### src/rtl/idx_reg_port.sv
module idx_reg_port #(
  parameter int DW       = 16,
  parameter int SW       = 8,
  parameter int TW       = 8,
  parameter int GEN_N    = 16,
  parameter int GEN_BASE = 32,
  parameter int SKIPW    = 8,
  parameter int FDEPTH   = 32,
  parameter int GDEPTH   = 256
) (
  input  logic          clk,
  input  logic          rst_n,
  input  logic          acc_valid,
  input  logic          acc_wr,
  input  logic          acc_sel,
  input  logic [DW-1:0] acc_wdata,
  input  logic [SW-1:0] irq_set,
  output logic          rd_valid,
  output logic [DW-1:0] rd_data,
  output logic          irq
);
  localparam int FAW = $clog2(FDEPTH);
  localparam int GAW = $clog2(GDEPTH);
  localparam int GKW = $clog2(GEN_N);
  localparam logic [7:0] A_REV  = 8'h00;
  localparam logic [7:0] A_FIDX = 8'h58;
  localparam logic [7:0] A_FDAT = 8'h5A;
  localparam logic [7:0] A_MDAT = 8'h90;
  localparam logic [7:0] A_GIDX = 8'hB6;
  localparam logic [7:0] A_GDAT = 8'hB8;
  localparam logic [7:0] A_STAT = 8'hF6;
  localparam logic [7:0] A_SKIP = 8'hFE;
  localparam logic [7:0] REV_CODE = 8'hA5;

  logic [7:0]     idx;
  logic [FAW:0]   fptr;
  logic [GAW-1:0] gptr;
  logic [SW-1:0]  stat;
  logic [SKIPW-1:0] skip;
  logic [DW-1:0]  gen [GEN_N];
  logic [TW-1:0]  ftab [FDEPTH];
  logic [TW-1:0]  gtab [GDEPTH];
  logic [TW-1:0]  frd, grd;
  logic [DW-1:0]  rreg, rmux;
  logic [1:0]     rsrc;

  wire drop = acc_valid && (skip != '0);
  wire live = acc_valid && (skip == '0);
  wire dwr  = live && acc_wr && acc_sel;
  wire drd  = live && !acc_wr && acc_sel;
  wire stream = (idx == A_FDAT) || (idx == A_MDAT) || (idx == A_GDAT);

  wire [7:0] goff = idx - GEN_BASE[7:0];
  wire gen_hit = !goff[0] && (goff < 8'(2 * GEN_N));
  wire [GKW-1:0] gk = goff[GKW:1];

  wire f_in = !fptr[FAW];
  wire fwe = dwr && (idx == A_FDAT) && f_in;
  wire fre = drd && (idx == A_FDAT) && f_in;
  wire gwe = dwr && (idx == A_GDAT);
  wire gre = drd && (idx == A_GDAT);
  wire [SW-1:0] smask = (dwr && idx == A_STAT) ? acc_wdata[SW-1:0] : '1;

  always_comb begin
    rmux = '0;
    if (gen_hit) rmux = gen[gk];
    case (idx)
      A_REV:  rmux = DW'(REV_CODE);
      A_FIDX: rmux = DW'(fptr);
      A_GIDX: rmux = DW'(gptr);
      A_STAT: rmux = DW'(stat);
      default: ;
    endcase
  end

  always_ff @(posedge clk) begin
    if (!rst_n) begin
      idx <= '0; fptr <= '0; gptr <= '0; stat <= '0; skip <= '0;
      rd_valid <= 1'b0; rreg <= '0; rsrc <= 2'd0;
      for (int k = 0; k < GEN_N; k++) gen[k] <= '0;
    end else begin
      rd_valid <= acc_valid && !acc_wr;
      stat <= (stat & smask) | irq_set;
      if (drop) begin
        skip <= skip - 1'b1;
        rreg <= '0;
        rsrc <= 2'd0;
      end else if (live) begin
        if (!acc_sel) begin
          if (acc_wr) idx <= acc_wdata[7:0];
          else begin rreg <= DW'(idx); rsrc <= 2'd0; end
        end else if (acc_wr) begin
          if (!stream) idx <= idx + 8'd2;
          if (gen_hit) gen[gk] <= acc_wdata;
          case (idx)
            A_FIDX: fptr <= {1'b0, acc_wdata[FAW-1:0]};
            A_GIDX: gptr <= acc_wdata[GAW-1:0];
            A_SKIP: skip <= acc_wdata[SKIPW-1:0];
            A_FDAT: if (f_in) fptr <= fptr + 1'b1;
            A_GDAT: gptr <= gptr + 1'b1;
            default: ;
          endcase
        end else begin
          idx <= idx + 8'd1;
          case (idx)
            A_FDAT: begin
              if (f_in) begin rsrc <= 2'd1; fptr <= fptr + 1'b1; end
              else begin rsrc <= 2'd0; rreg <= '0; end
            end
            A_GDAT: begin rsrc <= 2'd2; gptr <= gptr + 1'b1; end
            default: begin rsrc <= 2'd0; rreg <= rmux; end
          endcase
        end
      end
    end
  end

  always_ff @(posedge clk) begin
    if (fwe) ftab[fptr[FAW-1:0]] <= acc_wdata[TW-1:0];
    if (fre) frd <= ftab[fptr[FAW-1:0]];
  end

  always_ff @(posedge clk) begin
    if (gwe) gtab[gptr] <= acc_wdata[TW-1:0];
    if (gre) grd <= gtab[gptr];
  end

  assign rd_data = (rsrc == 2'd1) ? {{(DW-TW){1'b0}}, frd} :
                   (rsrc == 2'd2) ? {{(DW-TW){1'b0}}, grd} : rreg;
  assign irq = |stat;

  AST_CMD_LOAD: assert property (@(posedge clk) disable iff (!rst_n)
    live && acc_wr && !acc_sel |=> idx == $past(acc_wdata[7:0]));
  AST_WR_STEP: assert property (@(posedge clk) disable iff (!rst_n)
    dwr && !stream |=> idx == $past(idx) + 8'd2);
  AST_STREAM_HOLD: assert property (@(posedge clk) disable iff (!rst_n)
    dwr && stream |=> $stable(idx));
  AST_RD_STEP: assert property (@(posedge clk) disable iff (!rst_n)
    drd |=> idx == $past(idx) + 8'd1);
  AST_DROP_CNT: assert property (@(posedge clk) disable iff (!rst_n)
    drop |=> skip == $past(skip) - 1'b1 && $stable(idx));
  AST_DROP_RD: assert property (@(posedge clk) disable iff (!rst_n)
    drop && !acc_wr |=> rd_valid && rd_data == '0);
  AST_FPTR_CAP: assert property (@(posedge clk) disable iff (!rst_n)
    fptr <= (FAW+1)'(FDEPTH));
  AST_FULL_HOLD: assert property (@(posedge clk) disable iff (!rst_n)
    dwr && idx == A_FDAT && !f_in |=> $stable(fptr));
  AST_STAT_SRC: assert property (@(posedge clk) disable iff (!rst_n)
    (stat & ~$past(stat) & ~$past(irq_set)) == '0);
endmodule

### config.mk
export PLATFORM = sky130hd
export DESIGN_NAME = idx_reg_port
export DESIGN_NICKNAME = d
export VERILOG_FILES = /design/src/rtl/idx_reg_port.sv
export SDC_FILE = /design/constraint.sdc
export NUM_CORES = 2
export LEC_CHECK = 0
export ABC_AREA = 1
export BUFFER_PORTS_ARGS = -buffer_cell sky130_fd_sc_hd__buf_2
export CAP_MARGIN = 10
export CORE_MARGIN = 2
export CORE_UTILIZATION = 55
export DETAILED_ROUTE_END_ITERATION = 8
export GPL_TIMING_DRIVEN = 1
export PLACE_DENSITY = 0.71
export SLEW_MARGIN = 20
export SYNTH_ARGS = -nofsm -noshare
export SYNTH_HDL_FRONTEND = slang
export SYNTH_SLANG_ARGS = --single-unit
### constraint.sdc
create_clock -name clk -period 9.6 [get_ports clk]
set_input_delay 0.48 -clock clk [delete_from_list [all_inputs] [get_ports clk]]
set_output_delay 0.48 -clock clk [all_outputs]
set_load 0.01 [all_outputs]
==> reports/qor.csv <==
metric,value,unit
outcome,"finished, final reports clean",
drtIter0Drc,10090,
hold_buffers,18,
p_total,0.02391,W
setup_slack,4.472,ns
drt_wl_total,298300,um
mostFrequentLayoutCells,"nand2_1 (3210), edfxtp_1 (2576), nor2_1 (1761)",
intPower,0.01864,W
slew_violations,0,
grt_use_total,28.65,%
cap_violations,0,
clock_path_buffers,4,
fin_skew,0.07664,ns
grt_pass1_wl,448400,um
ys_seq_elements,2633,
end_kind,flop,
start_kind,flop,
hold_viol_final,0,
cts_setup_buffers,0,
hpwl,166100,um
fillers,15870,
pre_cts_ws,4.557,ns
ys_seq_area_share,70.29,%
routed_via_density,5.766,
hold_path.startpoint,rst_n,
rsz0062_at_grt,false,
initial_utilization,55.31,%
crit_path_start,gptr[1],
final_core_util,60.45,%
postSynthCellCount,10580,
drc_errors,0,
finalSetupViolCount,0,
core_region_area,201900,sq um
timing.final.crit_share,53.41,%
cts_resized,0,
r2r-start,gptr[1],
ir_drop,0.1987,mV
p_leak,46.37,nW
p_sw_share,22.06,%
yosysUniqueCellTypes,49,
rows,165,
synth-edff-count,2576,
grt_max_degree,211,
relSlewSlack,17.24,%
pin_count,47,
power_density,195.9,nW/um^2
worst_slew_pin_slew,1.241,ns
antenna_found_initial,9,
multiInputGateArea,28110,sq um
cts_root_buffer,clkbuf_16,
hold_depth,4,
crit_type,flop to flop,
p_comb_share,5.2,%
grt_pass1_vias,73270,
cp_data_required_time,10.29,ns
power.share.sequential,53.4,%
place_congestion,0.8906,
clkSinkCount,2633,
ys.flop_type,edfxtp_1,
synth_top_cell_by_area,edfxtp_1,
p_sw,0.005275,W
period_minus_slack,5.128,ns
path_clk_slew,0.06,ns
syn_avg_cell_area,10.55,sq um
h-tree-depth,5,
syn_nets,10630,
netlist_area,111700,sq um
synthArstFlopShare,0,%
reg2reg_depth,15,
crit_fanout,62,
synth_top_cells_by_area,"edfxtp_1 (69%), nand2_1 (11%), nor2_1 (5.9%)",
via_count,76650,
insertion_delay,0.93,ns
ff2ff_setup_slack,4.47,ns
final_common_cell,nand2_1,
grt-ovfl-total,0,
area_growth,9.297,%
seqCellArea,78510,sq um
synth_warnings,0,
die_y,454.6,um
holdWs,0.1145,ns
dr.pass1.iters,6,
cts_buffers,283,
worst-endpoint-arrival,5.82,ns
post_drt_wl_per_cell,22.44,um
drive_gt1_share,5.500,%
tritoncts,done,
finalNetCount,10490,
io_buffers,46,
dieArea,206700,sq um
totalNegativeSetupSlack,0,ns
synth_top_area_share,69.27,%
antenna_left,0,
pwr-share-clk,41.4,%
die_w,454.6,um
worstHoldPathType,primary input to flop,
max_freq,195.0,MHz
==> registers in the layout, indices dropped and copies added (netlist names), 2 cells and up <==
name and flops:
gtab 2048, ftab 256, gen 256, rreg 16, frd 8, gptr 8
grd 8, idx 8, skip 8, stat 8, fptr 6, rsrc 2
==> metal layers <==
| metal | track usage, % | share of wire [%] |
|---|---|---|
| met1 | 39.80 | 39 |
| met2 | 44.55 | 46 |
| met3 | 4.988 | 9.7 |
| met4 | 12.84 | 4.7 |
| met5 | 0 | 0.021 |
==> worst paths after layout <==
path / to
max: grd[0]
max reg2reg: grd[0]
min reg2reg: skip[5]
min: skip[4]
==> synthesized netlist by cell type, types with 6 or more instances <==
cell      instances
dfxtp_1          57
buf_4             6
clkbuf_1        317
o21ai_1          22
ha_1             19
nand4_1          32
xor2_1            8
a21oi_1          97
nor2_1         1769
or2_2            11
nand3_4           9
nand2_2          11
inv_2             8
nand2_1        3210
nand3_1         387
buf_2           206
o211ai_1         10
a31oi_1          11
buf_1            46
nor2_2           33
o22ai_1          74
clkinv_1         15
inv_1           655
nor3_1           12
o21ai_0         908
nand2_4           8
a32o_1           12
buf_6            11
edfxtp_1       2576
a211oi_1          8
nor2_4            6
==> cell families (layout without fill, tap and decap cells) <==
| kind of cell | after synthesis | after routing | synth area share [%] |
|---|---|---|---|
| AOI/OAI and AO/OA | 1153 | 1153 | 5.399 |
| xor gates and xnor gates | 11 | 11 | 0.08628 |
| adders and majority gates | 19 | 19 | 0.2129 |
| buffers and inverters | 1267 | 1302 | 4.602 |
| DFF | 2633 | 2633 | 70.29 |
| other | 0 | 1 | 0 |
| and+or+nand+nor | 5501 | 5501 | 19.41 |
==> power by group through the flow <==
stage                     Sequential [W]  Combinational (W)  Clock, W
after global routing              0.0128            0.00135    0.0104
final                             0.0128            0.00124   0.00990
after detailed placement          0.0130            0.00121         0
after global placement            0.0130            0.00118         0
after CTS                         0.0128            0.00122   0.00996
after floorplan                   0.0130           0.000749         0
==> through the flow <==
stage	area, sq um	cells
2_1_floorplan	111700	10580
3_3_place_gp	113700	12810
3_5_place_dp	113700	12810
4_1_cts	122100	13290
5_1_grt	122100	13290
6_report	122100	13290
==> area by class of cell <==
cell class | instances | share of cell area (%)
Tap cell | 2672 | 2.739
Clock inverter | 95 | 0.4500
Sequential cell | 2633 | 64.33
Clock buffer | 369 | 6.206
Inverter | 679 | 2.109
Antenna cell | 1 | 0.002050
Timing Repair Buffer | 159 | 1.140
Multi-Input combinational cell | 6684 | 23.03
==> critical path, stage by stage (launching register included) <==
cell and delay, ns:
dfxtp_4 0.73, buf_4 0.59, buf_4 0.67, buf_4 0.73, buf_4 0.57, nor2_1 0.09
o21ai_0 0.09, nand2_1 0.09, nand2_1 0.08, nand2_1 0.06, nor2_1 0.19, nor2_1 0.07
nor2_1 0.31, nand2_1 0.14, a21oi_1 0.25, nand2_1 0.09
Power figures use the tool's default switching activity.
